$ cat src/rtl/bus_seq_pkg.sv
package bus_seq_pkg;

  localparam logic [2:0] CYC_FETCH = 3'd0;
  localparam logic [2:0] CYC_MRD   = 3'd1;
  localparam logic [2:0] CYC_MWR   = 3'd2;
  localparam logic [2:0] CYC_IORD  = 3'd3;
  localparam logic [2:0] CYC_IOWR  = 3'd4;

  typedef enum logic [2:0] {
    TS_IDLE = 3'd0,
    TS_T1   = 3'd1,
    TS_T2   = 3'd2,
    TS_TW   = 3'd3,
    TS_T3   = 3'd4,
    TS_T4   = 3'd5,
    TS_HOLD = 3'd6
  } tstate_e;

  typedef struct packed {
    logic ale;
    logic rd_n;
    logic wr_n;
    logic io_m;
    logic s1;
    logic s0;
    logic ad_oe;
    logic addr_oe;
    logic hlda;
    logic req_ready;
  } pins_t;

  function automatic logic kind_is_write(input logic [2:0] k);
    return (k == CYC_MWR) || (k == CYC_IOWR);
  endfunction

  function automatic logic kind_is_io(input logic [2:0] k);
    return (k == CYC_IORD) || (k == CYC_IOWR);
  endfunction

  function automatic logic kind_is_fetch(input logic [2:0] k);
    return k == CYC_FETCH;
  endfunction

  function automatic logic in_strobe_phase(input tstate_e s);
    return (s == TS_T2) || (s == TS_TW) || (s == TS_T3);
  endfunction

endpackage

$ cat src/rtl/bus_tstate_fsm.sv
module bus_tstate_fsm
  import bus_seq_pkg::*;
(
  input  logic       clk,
  input  logic       rst,
  input  logic       req_valid,
  input  logic [2:0] kind_q,
  input  logic       ready,
  input  logic       hold,
  output tstate_e    state,
  output tstate_e    state_nxt,
  output logic       accept
);

  always_comb begin
    state_nxt = state;
    accept    = 1'b0;
    case (state)
      TS_IDLE: begin
        if (hold) begin
          state_nxt = TS_HOLD;
        end else if (req_valid) begin
          accept    = 1'b1;
          state_nxt = TS_T1;
        end
      end
      TS_T1:       state_nxt = TS_T2;
      TS_T2, TS_TW: state_nxt = ready ? TS_T3 : TS_TW;
      TS_T3: begin
        if (kind_is_fetch(kind_q)) state_nxt = TS_T4;
        else                       state_nxt = hold ? TS_HOLD : TS_IDLE;
      end
      TS_T4:   state_nxt = hold ? TS_HOLD : TS_IDLE;
      TS_HOLD: state_nxt = hold ? TS_HOLD : TS_IDLE;
      default: state_nxt = TS_IDLE;
    endcase
  end

  always_ff @(posedge clk) begin
    if (rst) state <= TS_IDLE;
    else     state <= state_nxt;
  end

  AST_WAIT_STRETCH: assert property (@(posedge clk) disable iff (rst)
    ((state == TS_T2 || state == TS_TW) && !ready) |=> (state == TS_TW));

  AST_HOLD_KEEPS: assert property (@(posedge clk) disable iff (rst)
    (state == TS_HOLD && hold) |=> (state == TS_HOLD));

  AST_T1_FROM_ACCEPT: assert property (@(posedge clk) disable iff (rst)
    (state == TS_T1) |-> $past(state == TS_IDLE));

endmodule

$ cat src/rtl/bus_req_latch.sv
module bus_req_latch #(
  parameter int ADDR_W = 16,
  parameter int DATA_W = 8
) (
  input  logic              clk,
  input  logic              rst,
  input  logic              accept,
  input  logic [2:0]        req_kind,
  input  logic [ADDR_W-1:0] req_addr,
  input  logic [DATA_W-1:0] req_wdata,
  output logic [2:0]        kind_q,
  output logic [2:0]        kind_nxt,
  output logic [ADDR_W-1:0] addr_nxt,
  output logic [DATA_W-1:0] wdata_nxt
);

  logic [ADDR_W-1:0] addr_q;
  logic [DATA_W-1:0] wdata_q;

  assign kind_nxt  = accept ? req_kind  : kind_q;
  assign addr_nxt  = accept ? req_addr  : addr_q;
  assign wdata_nxt = accept ? req_wdata : wdata_q;

  always_ff @(posedge clk) begin
    if (rst) begin
      kind_q  <= '0;
      addr_q  <= '0;
      wdata_q <= '0;
    end else begin
      kind_q  <= kind_nxt;
      addr_q  <= addr_nxt;
      wdata_q <= wdata_nxt;
    end
  end

endmodule

$ cat src/rtl/bus_pin_drive.sv
module bus_pin_drive
  import bus_seq_pkg::*;
#(
  parameter int ADDR_W = 16,
  parameter int DATA_W = 8,
  localparam int HI_W  = ADDR_W - DATA_W
) (
  input  logic              clk,
  input  logic              rst,
  input  tstate_e           state_nxt,
  input  logic [2:0]        kind_nxt,
  input  logic [ADDR_W-1:0] addr_nxt,
  input  logic [DATA_W-1:0] wdata_nxt,
  output pins_t             pins,
  output logic [HI_W-1:0]   addr_hi,
  output logic [DATA_W-1:0] ad_out
);

  pins_t             p_nxt;
  logic [DATA_W-1:0] ad_nxt;
  logic              wr_kind;
  logic              in_cycle;

  assign wr_kind  = kind_is_write(kind_nxt);
  assign in_cycle = (state_nxt == TS_T1) || in_strobe_phase(state_nxt) ||
                    (state_nxt == TS_T4);

  always_comb begin
    p_nxt           = '0;
    p_nxt.rd_n      = 1'b1;
    p_nxt.wr_n      = 1'b1;
    p_nxt.addr_oe   = 1'b1;
    p_nxt.req_ready = (state_nxt == TS_IDLE);
    ad_nxt          = wdata_nxt;
    if (in_cycle) begin
      p_nxt.io_m = kind_is_io(kind_nxt);
      if (kind_is_fetch(kind_nxt)) begin
        p_nxt.s1 = 1'b1;
        p_nxt.s0 = 1'b1;
      end else if (wr_kind) begin
        p_nxt.s1 = 1'b0;
        p_nxt.s0 = 1'b1;
      end else begin
        p_nxt.s1 = 1'b1;
        p_nxt.s0 = 1'b0;
      end
    end
    if (state_nxt == TS_T1) begin
      p_nxt.ale   = 1'b1;
      p_nxt.ad_oe = 1'b1;
      ad_nxt      = addr_nxt[DATA_W-1:0];
    end
    if (in_strobe_phase(state_nxt)) begin
      if (wr_kind) begin
        p_nxt.wr_n  = 1'b0;
        p_nxt.ad_oe = 1'b1;
      end else begin
        p_nxt.rd_n  = 1'b0;
      end
    end
    if (state_nxt == TS_HOLD) begin
      p_nxt.hlda    = 1'b1;
      p_nxt.addr_oe = 1'b0;
    end
  end

  always_ff @(posedge clk) begin
    if (rst) begin
      pins           <= '0;
      pins.rd_n      <= 1'b1;
      pins.wr_n      <= 1'b1;
      pins.addr_oe   <= 1'b1;
      pins.req_ready <= 1'b1;
      addr_hi        <= '0;
      ad_out         <= '0;
    end else begin
      pins    <= p_nxt;
      addr_hi <= addr_nxt[ADDR_W-1:DATA_W];
      ad_out  <= ad_nxt;
    end
  end

  AST_ALE_ONE_CLOCK: assert property (@(posedge clk) disable iff (rst)
    pins.ale |=> !pins.ale);

  AST_ALE_BUS_ADDR: assert property (@(posedge clk) disable iff (rst)
    pins.ale |-> (pins.ad_oe && pins.rd_n && pins.wr_n));

  AST_STROBE_EXCL: assert property (@(posedge clk) disable iff (rst)
    !(!pins.rd_n && !pins.wr_n));

  AST_HLDA_FLOAT: assert property (@(posedge clk) disable iff (rst)
    pins.hlda |-> (!pins.addr_oe && !pins.ad_oe && pins.rd_n && pins.wr_n));

  AST_NO_BUS_FIGHT: assert property (@(posedge clk) disable iff (rst)
    !pins.rd_n |-> !pins.ad_oe);

endmodule

$ cat src/rtl/bus_rdata_capture.sv
module bus_rdata_capture
  import bus_seq_pkg::*;
#(
  parameter int DATA_W = 8
) (
  input  logic              clk,
  input  logic              rst,
  input  tstate_e           state,
  input  logic [2:0]        kind_q,
  input  logic [DATA_W-1:0] ad_in,
  output logic              done,
  output logic [DATA_W-1:0] rdata
);

  logic last_strobe;
  assign last_strobe = (state == TS_T3);

  always_ff @(posedge clk) begin
    if (rst) begin
      done  <= 1'b0;
      rdata <= '0;
    end else begin
      done <= last_strobe;
      if (last_strobe && !kind_is_write(kind_q)) rdata <= ad_in;
    end
  end

  AST_DONE_SINGLE: assert property (@(posedge clk) disable iff (rst)
    done |=> !done);

endmodule

$ cat src/rtl/bus_cycle_seq.sv
module bus_cycle_seq
  import bus_seq_pkg::*;
#(
  parameter int ADDR_W = 16,
  parameter int DATA_W = 8,
  localparam int HI_W  = ADDR_W - DATA_W
) (
  input  logic              clk,
  input  logic              rst,
  input  logic              req_valid,
  input  logic [2:0]        req_kind,
  input  logic [ADDR_W-1:0] req_addr,
  input  logic [DATA_W-1:0] req_wdata,
  output logic              req_ready,
  output logic              done,
  output logic [DATA_W-1:0] rdata,
  output logic [HI_W-1:0]   addr_hi,
  output logic [DATA_W-1:0] ad_out,
  output logic              ad_oe,
  input  logic [DATA_W-1:0] ad_in,
  output logic              ale,
  output logic              rd_n,
  output logic              wr_n,
  output logic              io_m,
  output logic              s1,
  output logic              s0,
  output logic              addr_oe,
  input  logic              ready,
  input  logic              hold,
  output logic              hlda
);

  tstate_e           state, state_nxt;
  logic              accept;
  logic [2:0]        kind_q, kind_nxt;
  logic [ADDR_W-1:0] addr_nxt;
  logic [DATA_W-1:0] wdata_nxt;
  pins_t             pins;

  bus_tstate_fsm u_fsm (
    .clk       (clk),
    .rst       (rst),
    .req_valid (req_valid),
    .kind_q    (kind_q),
    .ready     (ready),
    .hold      (hold),
    .state     (state),
    .state_nxt (state_nxt),
    .accept    (accept)
  );

  bus_req_latch #(.ADDR_W(ADDR_W), .DATA_W(DATA_W)) u_latch (
    .clk       (clk),
    .rst       (rst),
    .accept    (accept),
    .req_kind  (req_kind),
    .req_addr  (req_addr),
    .req_wdata (req_wdata),
    .kind_q    (kind_q),
    .kind_nxt  (kind_nxt),
    .addr_nxt  (addr_nxt),
    .wdata_nxt (wdata_nxt)
  );

  bus_pin_drive #(.ADDR_W(ADDR_W), .DATA_W(DATA_W)) u_pins (
    .clk       (clk),
    .rst       (rst),
    .state_nxt (state_nxt),
    .kind_nxt  (kind_nxt),
    .addr_nxt  (addr_nxt),
    .wdata_nxt (wdata_nxt),
    .pins      (pins),
    .addr_hi   (addr_hi),
    .ad_out    (ad_out)
  );

  bus_rdata_capture #(.DATA_W(DATA_W)) u_cap (
    .clk   (clk),
    .rst   (rst),
    .state (state),
    .kind_q(kind_q),
    .ad_in (ad_in),
    .done  (done),
    .rdata (rdata)
  );

  assign ale       = pins.ale;
  assign rd_n      = pins.rd_n;
  assign wr_n      = pins.wr_n;
  assign io_m      = pins.io_m;
  assign s1        = pins.s1;
  assign s0        = pins.s0;
  assign ad_oe     = pins.ad_oe;
  assign addr_oe   = pins.addr_oe;
  assign hlda      = pins.hlda;
  assign req_ready = pins.req_ready;

  AST_DONE_NOT_IN_HOLD_ENTRY: assert property (@(posedge clk) disable iff (rst)
    (hlda && !$past(hlda)) |-> !ale);

endmodule

$ cat config.mk
export PLATFORM = sky130hd
export DESIGN_NAME = bus_cycle_seq
export DESIGN_NICKNAME = d
export VERILOG_FILES = /design/src/rtl/bus_seq_pkg.sv /design/src/rtl/bus_tstate_fsm.sv /design/src/rtl/bus_req_latch.sv /design/src/rtl/bus_pin_drive.sv /design/src/rtl/bus_rdata_capture.sv /design/src/rtl/bus_cycle_seq.sv
export SDC_FILE = /design/constraint.sdc
export NUM_CORES = 1
export LEC_CHECK = 0
export BUFFER_PORTS_ARGS = -buffer_cell sky130_fd_sc_hd__clkbuf_2
export CAP_MARGIN = 25
export CORE_ASPECT_RATIO = 0.7
export CORE_MARGIN = 1
export CORE_UTILIZATION = 45
export DETAILED_ROUTE_END_ITERATION = 8
export PLACE_DENSITY = 0.71
export SLEW_MARGIN = 20
export SYNTH_ARGS = -nofsm -noshare
export SYNTH_HDL_FRONTEND = slang
export SYNTH_HIERARCHICAL = 1
export SYNTH_SLANG_ARGS = --single-unit
$ cat constraint.sdc
create_clock -name clk -period 2.5 [get_ports clk]
set_input_delay 0.625 -clock clk [delete_from_list [all_inputs] [get_ports clk]]
set_output_delay 0.625 -clock clk [all_outputs]
set_load 0.02 [all_outputs]
Word-level counts from Yosys, hierarchy flattened
Cells that the tools add are included.
Cells by class
  equality and inequality tests: 17
  reductions and logical operators: 17
  multiplexer cells: 21
  bitwise operators: 2
Operator list (count)
  $eq 3x3->1 const B: 8
  $eq 3x2->1 const B: 7
  $mux 3: 6
  $mux 16: 1
  $mux 8: 2
  $pmux 3 s5: 1
  $logic_not 3->1: 4
  $mux 1: 8
  $reduce_or 2->1: 4
  $logic_or 1x1->1: 7
  $eq 3x1->1 const B: 2
  $mux 2: 3
  $not 1->1: 2
  $logic_and 1x1->1: 1
  $logic_not 1->1: 1
Storage, ports and cells
  word-level logic and storage cells: 75
  register bits after elaboration: 65
  output and inout port bits: 35
  bits of input ports: 40

Logic depth before layout (Yosys ltp)
  word-level depth: 10
  depth in mapped cells: 8
  mapped depth without buffers: 7

By module
The synthesis kept the hierarchy.
By module, submodules not included
  bus_req_latch: instances 1, area each 1129.8 sq um, cells an instance 86, seq. area each 540.5 sq um
  bus_pin_drive: instances 1, area each 830.8 sq um, cells an instance 75, seq. area each 520.5 sq um
  bus_rdata_capture: instances 1, area each 405.4 sq um, cells an instance 40, seq. area each 180.2 sq um
  bus_tstate_fsm: instances 1, area each 185.2 sq um, cells an instance 25, seq. area each 60.1 sq um

Least setup slack after synthesis
Ideal clock, no wire load.
  path kind: input to register
  start point: input hold
  end point: register, netlist name u_pins/pins[3]
  stages: 8
  required time: 2.385 ns
  arrival time: 1.832 ns
  library setup time: 0.115 ns
  setup slack: 0.553 ns
  buffers on the path: 1
  cell sequence: nor2_1 > nand3_1 > inv_1 > buf_6 > mux2_2 > xnor2_1 > a211oi_1 > o21ba_1
On the way
  word-level cells in the longest chain between the ends: 7
  elaborated cells on any way between the ends: 19
  classes of those cells: 6 x eq/ne; 10 x mux; 3 x reduce/logical
Ends and longest elaborated chain
  start: declaration: RTL line bus_cycle_seq.sv:29  | input logic hold,
  $mux 1 *: RTL line bus_tstate_fsm.sv:20  | if (hold) begin
  $mux 1 *: RTL line bus_tstate_fsm.sv:18  | case (state)
  named net accept: RTL line bus_cycle_seq.sv:34  | logic accept;
  $mux 3 *: RTL line bus_req_latch.sv:20  | assign kind_nxt = accept ? req_kind : kind_q;
  named net kind_nxt[1]: RTL line bus_cycle_seq.sv:35  | logic [2:0] kind_q, kind_nxt;
  $eq 3x2->1 or $eq 3x3->1 (tied branches): RTL line bus_seq_pkg.sv:33  | return (k == CYC_MWR) || (k == CYC_IOWR);
  $logic_or 1x1->1 *: RTL line bus_seq_pkg.sv:33
  $mux 1 *: RTL line bus_pin_drive.sv:54  | if (wr_kind) begin
  $mux 1 *: RTL line bus_pin_drive.sv:53  | if (in_strobe_phase(state_nxt)) begin
The timed path passes the listed nets; every way through them passes the cells marked *.
A chain may end at the register's enable or synchronous reset.

Final worst setup path
  start point: register u_fsm.state[1]
  end point: register, netlist name u_pins/pins[4]
On the way
  word-level cells in the longest chain between the ends: 10
  elaborated cells on any way between the ends: 31
  classes of those cells: 13 x eq/ne; 7 x mux; 1 x bitwise; 10 x reduce/logical
Ends and longest elaborated chain
  start: declaration: RTL line bus_tstate_fsm.sv:10  | output tstate_e state,
  start signal: assignment: RTL line bus_tstate_fsm.sv:41  | else state <= state_nxt;
  $eq 3x3->1 (tied with other cells): RTL line bus_tstate_fsm.sv:18
  $reduce_or 2->1 (no line) (tied with other cells)
  $pmux 3 s5 *: RTL line bus_tstate_fsm.sv:18
  named net state_nxt[1]: RTL line bus_cycle_seq.sv:33  | tstate_e state, state_nxt;
  $eq 3x2->1: RTL line bus_seq_pkg.sv:45  | return (s == TS_T2) || (s == TS_TW) || (s == TS_T3);
  $logic_or 1x1->1 (2 in series): RTL line bus_seq_pkg.sv:45
  $logic_or 1x1->1: RTL line bus_pin_drive.sv:25  | assign in_cycle = (state_nxt == TS_T1) || in_strobe_phase(state_nxt) ||
  $logic_or 1x1->1 *: RTL line bus_pin_drive.sv:25
  $not 1->1 (no line) *
  $reduce_or 2->1 (no line) *
Marked as above.

==> metrics list <==
* Status: completed
- In the synthesized netlist the dominant register cell turns out to be sky130_fd_sc_hd__dfxtp_1.
* Class of the most critical hold timing path: register to register
- Number of core rows: 22
* Root Driver: sky130_fd_sc_hd__clkbuf_8
* Vias: approximately 1,800
* Max Buffers Root-to-Sink: 2
- Synth Net Count: 266
- Count of inserted antenna diode cells: 0
- Total standard cell area after synthesis: around 2600 um^2
* Drt first-iter violations: 83
- After synthesis, the cell types taking the most area are sky130_fd_sc_hd__dfxtp_1, sky130_fd_sc_hd__mux2_4, sky130_fd_sc_hd__nor2b_1, sky130_fd_sc_hd__mux2i_1, sky130_fd_sc_hd__nand2b_1.
- After global routing the overflow that remains totals 0.
- Setup repair after global routing left no endpoint under its margin.
- Total length of routed wires: 4690 um
- In this run the vertical extent of the chip is around 65 um.
- In this run the worst path has a maximum fanout of 8.
- In this run the static leakage power is 1.43 nW.
- Along the worst hold path, the cell count comes to 2.
- sky130_fd_sc_hd__dfxtp_1 takes more of the synthesized area than any other cell.
- The clock arrives with between 0.005 and 0.006 ns of skew.
- The first global-routing pass estimated 7590 um of wire.
- Compared with the post-synthesis result, the final layout area differs by 26.7%.
* Final hold violation count: 0
- Cts repair resizes: 0
- For the worst setup path, the data arrival time is between 2 and 2.5 ns.
- Reg-to-reg startpoint: u_fsm/state[1]
* Final Non-Filler Cells: 382
* Via count normalized by instance count: approximately 4.7
- Half-perimeter wire length of the detailed placement result: around 3300 um
- The floorplan step defined a core boundary enclosing roughly 5300 um^2.
- The most common cell in the synthesized netlist is sky130_fd_sc_hd__dfxtp_1.
* Port Buf Inserts: 74
- Number of nets with antenna violations after routing: 0
* Number of nets in the layout: approximately 350
- Number of sinks on the clock net: 65
- Post-synthesis sequential area ratio: 0.510
* Top cells by instance count after synthesis: sky130_fd_sc_hd__dfxtp_1, sky130_fd_sc_hd__nor2b_1, sky130_fd_sc_hd__mux2_4, sky130_fd_sc_hd__nand2b_1, sky130_fd_sc_hd__mux2i_1
- Post-detailed-route DRC marker count: 0
* Count of fill cells added during filler insertion: about 480
* Max Cap Violations: 0
- Average instance area after synthesis: approximately 11 um^2
* Clock latency reported for the late side of the worst-skew pair: 0.33 ns
- Final core occ: 0.605
* Vias in the first global route: 1,658
- Count of placed standard cells including taps: 366
- Required time reported for the critical path endpoint: 2.72 ns
- Depth of the worst register-to-register path: 6
* Transition time at the pin with the least slew margin: between 0.4 and 0.5 ns
- The worst register-to-register path ends at u_pins/pins[4].
* Peak supply drop: between 300 and 400 uV
* Register bit total from synthesis: 65
- For the final routed database, the setup TNS stands at 0 ns.
* Worst hold path startpoint: u_cap/rdata[2]
- For this configuration, the core starts out at a cell density of 0.478.
- Die span in x: 92.0 um
- Pin placement for this block handled 75 I/O pins.
* Critical Setup Path Class: register to register
* Worst Hold Endpoint: u_cap/rdata[2]
* Startpoint Class: register
- TritonCTS clock tree: built
- The die covers ~6000 um^2.
* Sequential cell area in the final layout: approximately 1300 um^2
- Final critical path time including I/O delays and setup: 1.92 ns
* Number of different library cells in the post-synthesis netlist: 32
- Peak Freq: around 520 MHz
* P per Cell Area: 870 nW/um^2
* Final worst path period share: 0.767
- Total clock buffers created by CTS: 9
- Max-slew violations: 0
- Top cell type's share of synthesized area: 0.510
- Final WS setup: around 0.58 ns
- Pin count of the biggest net entering global routing: 35
* Average routed wire per standard cell: approximately 12 um
* Count of buffers added by post-CTS timing repair for setup: 0
- Kind of capture point of the worst setup path: register
- The multi-input combinational cells in the finished layout cover a total of 1180 um^2.
* Setup slack of the most critical reg-to-reg path: between 0.5 and 0.6 ns
- Slowest CP cell: sky130_fd_sc_hd__dfxtp_1
- OpenSTA, run right after detailed placement, puts the worst setup slack at between 0.3 and 0.4 ns.
- Gp weighted congestion: around 0.76
* Initial antenna violation count: 0
- Count of hold-fix buffers inserted at cts: 0
- Crit path largest cell delay: ~0.44 ns
- First-pass DRT Iterations: 4
* Final number of setup-violating endpoints: 0
- Async set-reset flop share out of synthesis: 0
* GRT Total Usage: 0.170
- Yosys mapped a number of flops with a built-in enable equal to 0.
- Ys Warns: 6
- In this run the number of H-tree levels came out at 3.
* Critical-path cell list: nor2_1 > and2_1 > o22ai_1 > nor3_1 > a211o_1 > a211oi_1
- The worst pin sits at a relative slew slack of 0.709.
- Clock-pin slew of the registers on the worst-case setup and hold paths: ~0.070 ns
- Fraction of layout instances using a drive strength above 1: 0.400
* Gate count after technology mapping: 226
## through the flow
| stage | total power [mW] | cell area, um^2 | hold WS (ns) |
|---|---|---|---|
| floorplan | 1.62 | 2550 | 0.492 |
| global placement | 1.77 | 2990 | 0.459 |
| detailed placement | 1.78 | 2990 | 0.468 |
| CTS | 2.85 | 3230 | 0.478 |
| global route | 2.95 | 3230 | 0.494 |
| finish | 2.81 | 3230 | 0.475 |
## layout make-up
class | instances | share of cell area
Inverter | 2 | 0.00232
Tap cell | 72 | 0.0279
Clock buffer | 9 | 0.0383
Timing Repair Buffer | 78 | 0.128
Clock inverter | 7 | 0.0368
Sequential cell | 65 | 0.402
Multi-Input combinational cell | 149 | 0.365
## cell usage in the layout (no fill, tap or decap), types with 3 or more instances in the layout
master                      count
sky130_fd_sc_hd__buf_4          3
sky130_fd_sc_hd__bufinv_16      3
sky130_fd_sc_hd__clkbuf_2      74
sky130_fd_sc_hd__clkbuf_8       9
sky130_fd_sc_hd__dfxtp_1       65
sky130_fd_sc_hd__mux2_2         7
sky130_fd_sc_hd__mux2_4        20
sky130_fd_sc_hd__mux2i_1       16
sky130_fd_sc_hd__nand2_1        5
sky130_fd_sc_hd__nand2b_1      17
sky130_fd_sc_hd__nand3_1        5
sky130_fd_sc_hd__nor2_1        15
sky130_fd_sc_hd__nor2b_1       36
## where the power goes
| group | leakage, nW | internal, mW | switching, mW | total [mW] |
|---|---|---|---|---|
| clock network | 0.115 | 0.661 | 0.397 | 1.06 |
| logic | 0.789 | 0.268 | 0.301 | 0.569 |
| registers | 0.530 | 1.14 | 0.0477 | 1.18 |
## per-layer routing
layer | global-route usage | routed length (um) | vias to the layer above
met2 | 0.272 | 2040 | 61
li1 | - | - | 915
met3 | 0.0587 | 283 | 8
met1 | 0.203 | 2290 | 827
met4 | 0.0879 | 76 | 0
met5 | 0 | 0 | -
## registers in the layout, summed over array words and instances (netlist names)
signal / flops
u_cap/done: 1
u_pins/ad_out: 8
u_latch/wdata_q: 8
u_pins/pins: 10
u_fsm/state: 3
u_pins/addr_hi: 8
u_latch/addr_q: 16
u_latch/kind_q: 3
u_cap/rdata: 8
## kinds of logic after synthesis
kind of cell / after synthesis / share of synthesized area
xor+xnor: 2 / 0.00687
flops: 65 / 0.510
simple gates: 89 / 0.200
mux: 43 / 0.211
compound gates: 15 / 0.0417
buf+inv: 12 / 0.0299
## how the worst max path moves through the flow
stage,start,end,slack (ns),cells past startpoint
after floorplan,hold,u_pins/pins[3],0.55,8
after global placement,hold,u_pins/pins[3],0.37,6
after detailed placement,hold,u_pins/pins[3],0.36,8
after CTS,u_fsm/state[1],u_pins/pins[3],0.60,7
after global routing,u_fsm/state[2],u_pins/pins[3],0.39,6
final,u_fsm/state[1],u_pins/pins[4],0.58,6
## critical path: cells and delay by family, from the launching register on
kind / cells / cell delay [ns]
AOI/OAI and AO/OA: 3 / 0.96
DFF: 1 / 0.44
and+or+nand+nor: 3 / 0.40
No activity file was read; power rests on OpenSTA's default activity.
